### config.mk
export PLATFORM = sky130hd
export DESIGN_NAME = rename_ckpt_map
export DESIGN_NICKNAME = d
export VERILOG_FILES = /design/src/rtl/rmc_pkg.sv /design/src/rtl/rmc_map_table.sv /design/src/rtl/rmc_ckpt_pool.sv /design/src/rtl/rename_ckpt_map.sv
export SDC_FILE = /design/constraint.sdc
export NUM_CORES = 2
export LEC_CHECK = 0
export ABC_AREA = 1
export BUFFER_PORTS_ARGS = -buffer_cell sky130_fd_sc_hd__buf_2
export CORE_MARGIN = 2
export CORE_UTILIZATION = 44
export CTS_CLUSTER_SIZE = 30
export DETAILED_ROUTE_END_ITERATION = 10
export HOLD_SLACK_MARGIN = 0.05
export REMOVE_ABC_BUFFERS = 1
export SETUP_SLACK_MARGIN = 0.02
export SYNTH_ARGS = -nofsm -noshare
export SYNTH_HDL_FRONTEND = slang
export SYNTH_SLANG_ARGS = --single-unit
### constraint.sdc
create_clock -name clk -period 3.98 [get_ports clk]
set_input_delay 0.796 -clock clk [delete_from_list [all_inputs] [get_ports clk]]
set_output_delay 0.796 -clock clk [all_outputs]
set_load 0.005 [all_outputs]
### src/rtl/rmc_pkg.sv
package rmc_pkg;

    localparam int unsigned LOG_REGS_DEF = 32;
    localparam int unsigned PHYS_W_DEF   = 7;
    localparam int unsigned CKPT_DEF     = 4;

    // Pool action decided from the recovery inputs, highest priority first
    typedef enum logic [1:0] {
        ACT_NONE   = 2'd0,
        ACT_KEEP   = 2'd1,
        ACT_SQUASH = 2'd2,
        ACT_FLUSH  = 2'd3
    } pool_act_e;

    function automatic pool_act_e decode_act(input logic flush,
                                             input logic res_v,
                                             input logic misp);
        if (flush)
            return ACT_FLUSH;
        else if (res_v && misp)
            return ACT_SQUASH;
        else if (res_v)
            return ACT_KEEP;
        return ACT_NONE;
    endfunction

endpackage

### src/rtl/rmc_map_table.sv
module rmc_map_table #(
    parameter int unsigned NL = rmc_pkg::LOG_REGS_DEF,
    parameter int unsigned PW = rmc_pkg::PHYS_W_DEF,
    localparam int unsigned LW = $clog2(NL)
) (
    input  logic                   clk,
    input  logic                   rst,
    input  logic [LW-1:0]          rd_a,
    input  logic [LW-1:0]          rd_b,
    input  logic [LW-1:0]          rd_d,
    input  logic                   wr_en,
    input  logic [LW-1:0]          wr_idx,
    input  logic [PW-1:0]          wr_data,
    input  logic                   restore_en,
    input  logic [NL-1:0][PW-1:0]  restore_data,
    output logic [PW-1:0]          rd_a_data,
    output logic [PW-1:0]          rd_b_data,
    output logic [PW-1:0]          rd_d_data,
    output logic [NL-1:0][PW-1:0]  next_map
);

    logic [NL-1:0][PW-1:0] map_q;

    assign rd_a_data = map_q[rd_a];
    assign rd_b_data = map_q[rd_b];
    assign rd_d_data = map_q[rd_d];

    // Table contents with this cycle's destination write applied
    always_comb begin
        next_map = map_q;
        if (wr_en)
            next_map[wr_idx] = wr_data;
    end

    always_ff @(posedge clk) begin
        if (rst) begin
            for (int i = 0; i < int'(NL); i++)
                map_q[i] <= PW'(i);
        end else if (restore_en) begin
            map_q <= restore_data;
        end else begin
            map_q <= next_map;
        end
    end

    assert_restore_loads_R6: assert property (@(posedge clk) disable iff (rst)
        restore_en |=> (map_q == $past(restore_data)));

    assert_write_lands_R2: assert property (@(posedge clk) disable iff (rst)
        (wr_en && !restore_en) |=> (map_q[$past(wr_idx)] == $past(wr_data)));

endmodule

### src/rtl/rmc_ckpt_pool.sv
module rmc_ckpt_pool
    import rmc_pkg::*;
#(
    parameter int unsigned NL = rmc_pkg::LOG_REGS_DEF,
    parameter int unsigned PW = rmc_pkg::PHYS_W_DEF,
    parameter int unsigned NC = rmc_pkg::CKPT_DEF
) (
    input  logic                   clk,
    input  logic                   rst,
    input  pool_act_e              act,
    input  logic [NC-1:0]          res_bit,
    input  logic                   take,
    input  logic [NL-1:0][PW-1:0]  snap,
    output logic                   has_free,
    output logic [NC-1:0]          alloc_bit,
    output logic [NC-1:0]          live_eff,
    output logic [NL-1:0][PW-1:0]  restore_map
);

    logic [NC-1:0]         live_q;
    logic [NC-1:0]         mask_w   [NC];
    logic [NL-1:0][PW-1:0] shadow_w [NC];
    logic [NC-1:0]         younger;
    logic [NC-1:0]         reclaim;
    logic [NC-1:0]         free_v;

    // A copy is younger than the resolving branch when its recorded mask holds that bit
    always_comb begin
        for (int k = 0; k < int'(NC); k++)
            younger[k] = |(mask_w[k] & res_bit);
    end

    always_comb begin
        unique case (act)
            ACT_KEEP:   reclaim = res_bit;
            ACT_SQUASH: reclaim = res_bit | younger;
            ACT_FLUSH:  reclaim = '1;
            default:    reclaim = '0;
        endcase
    end

    assign live_eff = live_q & ~reclaim;
    assign free_v   = ~live_eff;
    assign has_free = |free_v;

    // Lowest-index free copy
    always_comb begin
        alloc_bit = '0;
        for (int k = 0; k < int'(NC); k++)
            if (free_v[k] && (alloc_bit == '0))
                alloc_bit[k] = 1'b1;
    end

    // One-hot selection of the resolving branch's copy
    always_comb begin
        restore_map = '0;
        for (int k = 0; k < int'(NC); k++)
            if (res_bit[k])
                restore_map = restore_map | shadow_w[k];
    end

    always_ff @(posedge clk) begin
        if (rst)
            live_q <= '0;
        else
            live_q <= live_eff | (take ? alloc_bit : '0);
    end

    for (genvar g = 0; g < int'(NC); g++) begin : g_copy
        logic [NC-1:0]         m_q;
        logic [NL-1:0][PW-1:0] s_q;

        always_ff @(posedge clk) begin
            if (rst) begin
                m_q <= '0;
                s_q <= '0;
            end else if (take && alloc_bit[g]) begin
                m_q <= live_eff;
                s_q <= snap;
            end else begin
                m_q <= m_q & ~reclaim;
            end
        end

        assign mask_w[g]   = m_q;
        assign shadow_w[g] = s_q;

        assert_own_bit_clear_R4: assert property (@(posedge clk) disable iff (rst)
            !m_q[g]);
    end

    assert_squash_frees_R6: assert property (@(posedge clk) disable iff (rst)
        (act == ACT_SQUASH) |=> ((live_q & $past(res_bit)) == '0));

    assert_take_marks_live_R3: assert property (@(posedge clk) disable iff (rst)
        take |=> ((live_q & $past(alloc_bit)) != '0));

    assert_keep_only_one_R5: assert property (@(posedge clk) disable iff (rst)
        (act == ACT_KEEP && !take) |=> (live_q == ($past(live_q) & ~$past(res_bit))));

    assert_alloc_free_R8: assert property (@(posedge clk) disable iff (rst)
        take |-> ($onehot0(alloc_bit) && ((alloc_bit & live_eff) == '0)));

endmodule

### src/rtl/rename_ckpt_map.sv
module rename_ckpt_map
    import rmc_pkg::*;
#(
    parameter int unsigned NL = rmc_pkg::LOG_REGS_DEF,
    parameter int unsigned PW = rmc_pkg::PHYS_W_DEF,
    parameter int unsigned NC = rmc_pkg::CKPT_DEF,
    localparam int unsigned LW = $clog2(NL)
) (
    input  logic                   clk,
    input  logic                   rst,
    input  logic                   ren_valid,
    input  logic                   ren_is_branch,
    input  logic [LW-1:0]          ren_src1,
    input  logic [LW-1:0]          ren_src2,
    input  logic [LW-1:0]          ren_dst,
    input  logic                   ren_dst_valid,
    input  logic [PW-1:0]          ren_new_phys,
    input  logic                   res_valid,
    input  logic                   res_mispredict,
    input  logic [NC-1:0]          res_bit,
    input  logic                   exc_restore,
    input  logic [NL-1:0][PW-1:0]  arch_map,
    output logic [PW-1:0]          src1_phys,
    output logic [PW-1:0]          src2_phys,
    output logic [PW-1:0]          dst_prev_phys,
    output logic                   ren_stall,
    output logic [NC-1:0]          ren_mask,
    output logic [NC-1:0]          ren_ckpt_bit
);

    pool_act_e             act;
    logic                  has_free;
    logic [NC-1:0]         alloc_bit;
    logic [NC-1:0]         live_eff;
    logic [NL-1:0][PW-1:0] ckpt_map;
    logic [NL-1:0][PW-1:0] next_map;
    logic [NL-1:0][PW-1:0] restore_src;
    logic                  recover;
    logic                  ren_go;
    logic                  take;

    assign act     = decode_act(exc_restore, res_valid, res_mispredict);
    assign recover = (act == ACT_SQUASH) || (act == ACT_FLUSH);

    assign ren_stall = ren_valid && ren_is_branch && !has_free;
    assign ren_go    = ren_valid && !ren_stall && !recover;
    assign take      = ren_go && ren_is_branch;

    assign restore_src  = (act == ACT_FLUSH) ? arch_map : ckpt_map;
    assign ren_mask     = live_eff;
    assign ren_ckpt_bit = ren_is_branch ? alloc_bit : '0;

    rmc_map_table #(.NL(NL), .PW(PW)) u_table (
        .clk          (clk),
        .rst          (rst),
        .rd_a         (ren_src1),
        .rd_b         (ren_src2),
        .rd_d         (ren_dst),
        .wr_en        (ren_go && ren_dst_valid),
        .wr_idx       (ren_dst),
        .wr_data      (ren_new_phys),
        .restore_en   (recover),
        .restore_data (restore_src),
        .rd_a_data    (src1_phys),
        .rd_b_data    (src2_phys),
        .rd_d_data    (dst_prev_phys),
        .next_map     (next_map)
    );

    rmc_ckpt_pool #(.NL(NL), .PW(PW), .NC(NC)) u_pool (
        .clk         (clk),
        .rst         (rst),
        .act         (act),
        .res_bit     (res_bit),
        .take        (take),
        .snap        (next_map),
        .has_free    (has_free),
        .alloc_bit   (alloc_bit),
        .live_eff    (live_eff),
        .restore_map (ckpt_map)
    );

    assert_flush_clears_R10: assert property (@(posedge clk) disable iff (rst)
        exc_restore |=> (ren_mask == '0));

    assert_drop_on_recover_R7: assert property (@(posedge clk) disable iff (rst)
        (exc_restore && ren_valid && !ren_is_branch) |=> (ren_mask == '0));

endmodule

Yosys cells after proc, flatten, opt, wreduce, memory -nomap -nowiden
Cells that the tools add are included.
{"block": "word_totals", "reg_bits": 1140, "out_inout_bits": 30, "wordCells": 249}
{"block": "op_classes", "order_cmp": 4, "eq_ne": 3, "mux": 34, "bitwise": 17, "reduce_logical": 26}
{"op": "$mux 224", "n": 7}
{"op": "$or 224x224->224", "n": 3}
{"op": "$bwmux 224", "n": 1}
{"op": "$bmux 7 s5", "n": 3}
{"op": "$and 4x4->4", "n": 9}
{"op": "$demux 7 s5", "n": 1}
{"op": "$mux 7", "n": 4}
{"op": "$mux 4", "n": 6}
{"op": "$reduce_or 4->1", "n": 5}
{"op": "$lt 5x6->1 const B", "n": 3}
{"op": "$logic_and 1x1->1", "n": 15}
{"op": "$pmux 4 s3", "n": 1}
{"op": "$mux 2", "n": 4}
{"op": "$not 4->4", "n": 2}
{"op": "$or 4x4->4", "n": 2}
{"op": "$mux 1", "n": 7}
{"op": "$ge 5x1->1 const B", "n": 1}
{"op": "$eq 2x2->1 const B", "n": 2}
{"op": "$logic_not 1->1", "n": 3}
{"op": "$logic_not 3->1", "n": 1}
{"op": "$eq 2x1->1 const B", "n": 1}
{"op": "$logic_not 2->1", "n": 1}
{"op": "$logic_or 1x1->1", "n": 1}
{"op": "$not 1->1", "n": 1}

Longest topological paths before layout
{"block": "logic_depth", "depth_word": 21, "ltp_mapped": 18, "depth_no_buf": 15}

Cells and area by module
A second synthesis with hierarchy kept.
{"block": "hier_totals", "hier_cells": 9966, "hier_area_um2": 59378.2}
{"module": "rmc_ckpt_pool", "instances": 1, "cells_each": 5886, "area_each_um2": 38904.8, "seq_area_each_um2": 18257.5}
{"module": "rmc_map_table", "instances": 1, "cells_each": 3335, "area_each_um2": 17543.1, "seq_area_each_um2": 4484.3}
{"module": "rename_ckpt_map", "instances": 1, "cells_each": 745, "area_each_um2": 2930.3, "seq_area_each_um2": 0.0}

Worst setup path after synthesis
Ideal clock, no wire load.
{"block": "synth_path", "kind": "input port to output port", "start": "input port ren_dst[0]", "end": "output port dst_prev_phys[2]", "arrival_time_ns": 2.353, "slack_ns": 0.831, "stages": 8, "path_buffers": 3, "path_cell_list": "nor2_1 -> clkbuf_1 -> clkbuf_1 -> buf_1 -> nand2_1 -> o21ai_0 -> o21ai_0 -> nand4_1"}
{"block": "synth_between", "elab_chain_cells": 2}
{"item": "start: declaration", "line": "rename_ckpt_map.sv:15", "source": "input logic [LW-1:0] ren_dst,"}
{"item": "$bmux 7 s5", "line": "rmc_map_table.sv:26", "source": "assign rd_d_data = map_q[rd_d];"}
{"item": "$mux 7 (not written as such)", "line": "rmc_map_table.sv:26"}
{"item": "end: declaration", "line": "rename_ckpt_map.sv:25", "source": "output logic [PW-1:0] dst_prev_phys,"}
Every way passes these cells. The select of a mux whose other input is x is not followed.

Worst setup path in the final report
{"block": "layout_path", "start": "input port ren_dst[0]", "end": "output port dst_prev_phys[0]"}
The elaborated chain is that of the path after synthesis.

==> metrics.txt <==
outcome=finished, final reports clean; Data arrival, critical path=approximately 3.1 ns; Core Box Area=roughly 0.14 mm²; GR Util All Layers=0.364; chip height=around 380 µm; sequential-to-total area share from yosys stat=0.367; Fin Hold WS=around 0.27 ns; Largest delay share family, worst path=buffers and inverters; Max-slew headroom=0.207; initial core utilization=0.444; first-pass GRT wire length=395000 µm; CTS buffer count=133; Tightest Pin Transition=about 1.2 ns; R2R setup slack=roughly 1.2 ns; Clock Skews=~0.033 ns; Antenna Nets Post-Route=0; Synth Area in Simple Gates=0.256; top cell type's share of synthesized area=0.367; crit path time final=a little under 4 ns; Ys Warns=0; CTS Sinks=~1100; post-synth cell types=38; largest stage delay on the critical path=0.43 ns; Vias=between 60000 and 70000; die area=roughly 0.14 mm²; placed insts=about 12000; Flop pwr share=0.429; clk buf depth=3; clock share of power=0.446; Worst VDD drop=between 0.0003 and 0.0004 V; startpoint types=input pin; Die W=around 380 µm; I/O Pins=288; #FFs+latches synth=roughly 1100; grt ovf=0; synthesized area=around 0.062 mm²; Fmax achieved=256 MHz; 1st-pass router iterations=6; Post-Route WL=270000 µm; Post-Synth Adder-Cell Area=0; DP HPWL=between 150000 and 200000 µm; Fill cells=about 15000; Setup crit start=ren_dst[0]; share of cells above drive strength 1=0.0788; vias in the first global route=61600; EDFF count, synth=0; CP max FO=20; CTS tree=built; final-report setup violation count=0; Synth area leaders=dfxtp_1 37%, nand2_1 18%, inv_1 9.9%; DR vias/cell=~5.7; Gate power share=0.124; WP data required=roughly 3.2 ns; Synth Area in Compound Gates=0.226; routability congestion estimate from global placement=between 0.9 and 1; number of max-cap violations=0; Worst R2R Path Depth=12; initial antenna violation count=22; initial drt markers=roughly 7700; RSZ-0062 raised after global routing=no; port buffer count=287; Max Slew Vio Count=0; # resized after CTS=0; Crit Path Class=in2out; Mean Syn Cell Area=between 6 and 7 µm²; Power, Total=~28 mW; final hold vios=0; final period utilization=0.982; synthesized instance count=just under 10000; nets@finish=10200; WHS Path Cells=3; ys flop type=dfxtp_1; hold path start=ren_is_branch; main combinational cell family by area after synthesis=simple AND/OR/NAND/NOR gates; post-CTS setup buffer count=0; Setup TNS=0 ns; Switching Share=0.294; most frequent cells in the layout=2969 x nand2_1, 1625 x inv_1, 1136 x dfxtp_1, 972 x a21oi_1, 900 x o21ai_0; leakage power=about 33 nW; most common cell after layout, fill and taps aside=nand2_1; Layout Cells excl Fill=around 12000; Net Switching=8.26 mW; Clock transition at path regs=about 0.05 ns; crit-path cells=buf_2 > inv_1 > nand2_1 > buf_4 > o22ai_1 > o21ai_0 > nand2_1 > a221oi_1 > nand4_1 > buf_2; Yosys top cell by area=dfxtp_1; crit path max-delay cell type=nand4_1; final core utilization=0.502; worst flop-to-flop path endpoint=u_pool.g_copy[2].s_q[41]; Root Driver=clkbuf_16; pwr dens=around 400 mW/mm²; clk_lat worst skew=0.81 ns; Int Pwr=19.8 mW; CTS H-tree lvls=4; WP buf/inv=4; Area Overhead vs Synth=13.2%; Hold Crit Class=in2reg; largest net degree at the start of global routing=198; hold buffers post-CTS=0; DRC errors left=0; row count=between 100 and 150; CP endpoint kind=primary output; async set or reset register ratio after synthesis=0; mux cell area share after synthesis=0; FF-to-FF Start=u_pool.g_copy[0].m_q[3]; hold-critical path endpoint=u_pool.live_q[0]; routed len/inst=between 20 and 25 µm; XOR/XNOR share of the synthesized area=0
-- how the worst max path moves through the flow --
stage	endpoint	cells after the start
after detailed placement	src2_phys[5]	10
after CTS	src2_phys[5]	10
after global routing	src2_phys[6]	10
after floorplan	u_pool.g_copy[0].s_q[172]	9
final	dst_prev_phys[0]	10
after global placement	src2_phys[5]	10
-- final cells by class --
cell class / instances / area, µm² / share of cell area
multi-input cells: 6449 / 29900 / 0.427
flip-flops and latches: 1136 / 22700 / 0.324
inverters: 1648 / 6240 / 0.0890
repair buffers: 545 / 4420 / 0.0631
clock buffers: 193 / 3840 / 0.0547
well taps: 1876 / 2350 / 0.0335
clock inverters: 45 / 577 / 0.00823
diodes: 8 / 20.0 / 0.000286
-- through the flow --
stage	setup WS (ns)	cell area (µm²)
6_report	0.0720	70100
3_5_place_dp	0.165	65600
3_3_place_gp	0.136	65600
5_1_grt	0.0568	70100
2_1_floorplan	-11.02	58800
4_1_cts	0.139	70100
-- cells by family (layout without fill, tap and decap cells) --
family | after synthesis | after routing
and+or+nand+nor | 3944 | 3944
AOI/OAI and AO/OA | 2505 | 2505
buffers and inverters | 2365 | 2431
DFF | 1136 | 1136
other | 0 | 8
-- power by group through the flow --
stage / clock network [mW] / registers, mW / logic (mW)
floorplan: 0 / 12.0 / 1.68
global placement: 0 / 12.3 / 3.37
detailed placement: 0 / 12.3 / 3.37
CTS: 12.6 / 12.0 / 3.39
global route: 13.1 / 12.0 / 3.74
finish: 12.5 / 12.0 / 3.49
-- cell usage after synthesis, types with 3 or more instances --
master,instances
a21oi_1,972
a221oi_1,82
a22o_1,11
a22oi_1,51
a31oi_1,109
a32oi_1,13
buf_1,78
buf_2,166
buf_4,37
buf_6,12
clkbuf_1,424
clkinv_1,5
dfxtp_1,1136
inv_1,1634
inv_2,7
nand2_1,2971
nand2_2,5
nand2_4,3
nand3_1,654
nand4_1,56
nor2_1,239
nor2_2,4
nor3_1,6
o211ai_1,31
o21ai_0,900
o21ai_1,28
o221ai_1,109
o22ai_1,191
o2bb2ai_1,4
-- per-layer routing --
metal,wire (µm),share of wire,track usage,vias up
met5,69,0.00026,0,-
met4,12200,0.045,0.167,12
met3,28500,0.11,0.0716,656
li1,-,-,-,31800
met2,118000,0.44,0.570,3666
met1,111000,0.41,0.480,31400
-- worst register-to-register path: stages, from the launching register on --
cell and delay [ns]:
dfxtp_1 0.33, nand2_1 0.06, nand2_1 0.04, o21ai_1 0.26, nand3_2 0.17, nor2_1 0.21, nand3_4 0.16, nand3_4 0.15
buf_12 0.56, nand2_1 0.51, nand3_1 0.18, nand2_1 0.07, inv_1 0.05
-- state kept, by name, indices dropped and copies added (netlist names) --
| signal | cells |
|---|---|
| u_pool.g_copy.m_q | 12 |
| u_pool.live_q | 4 |
| u_pool.g_copy.s_q | 896 |
| u_table.map_q | 224 |
Note: power is estimated with default switching activity, not from simulation.
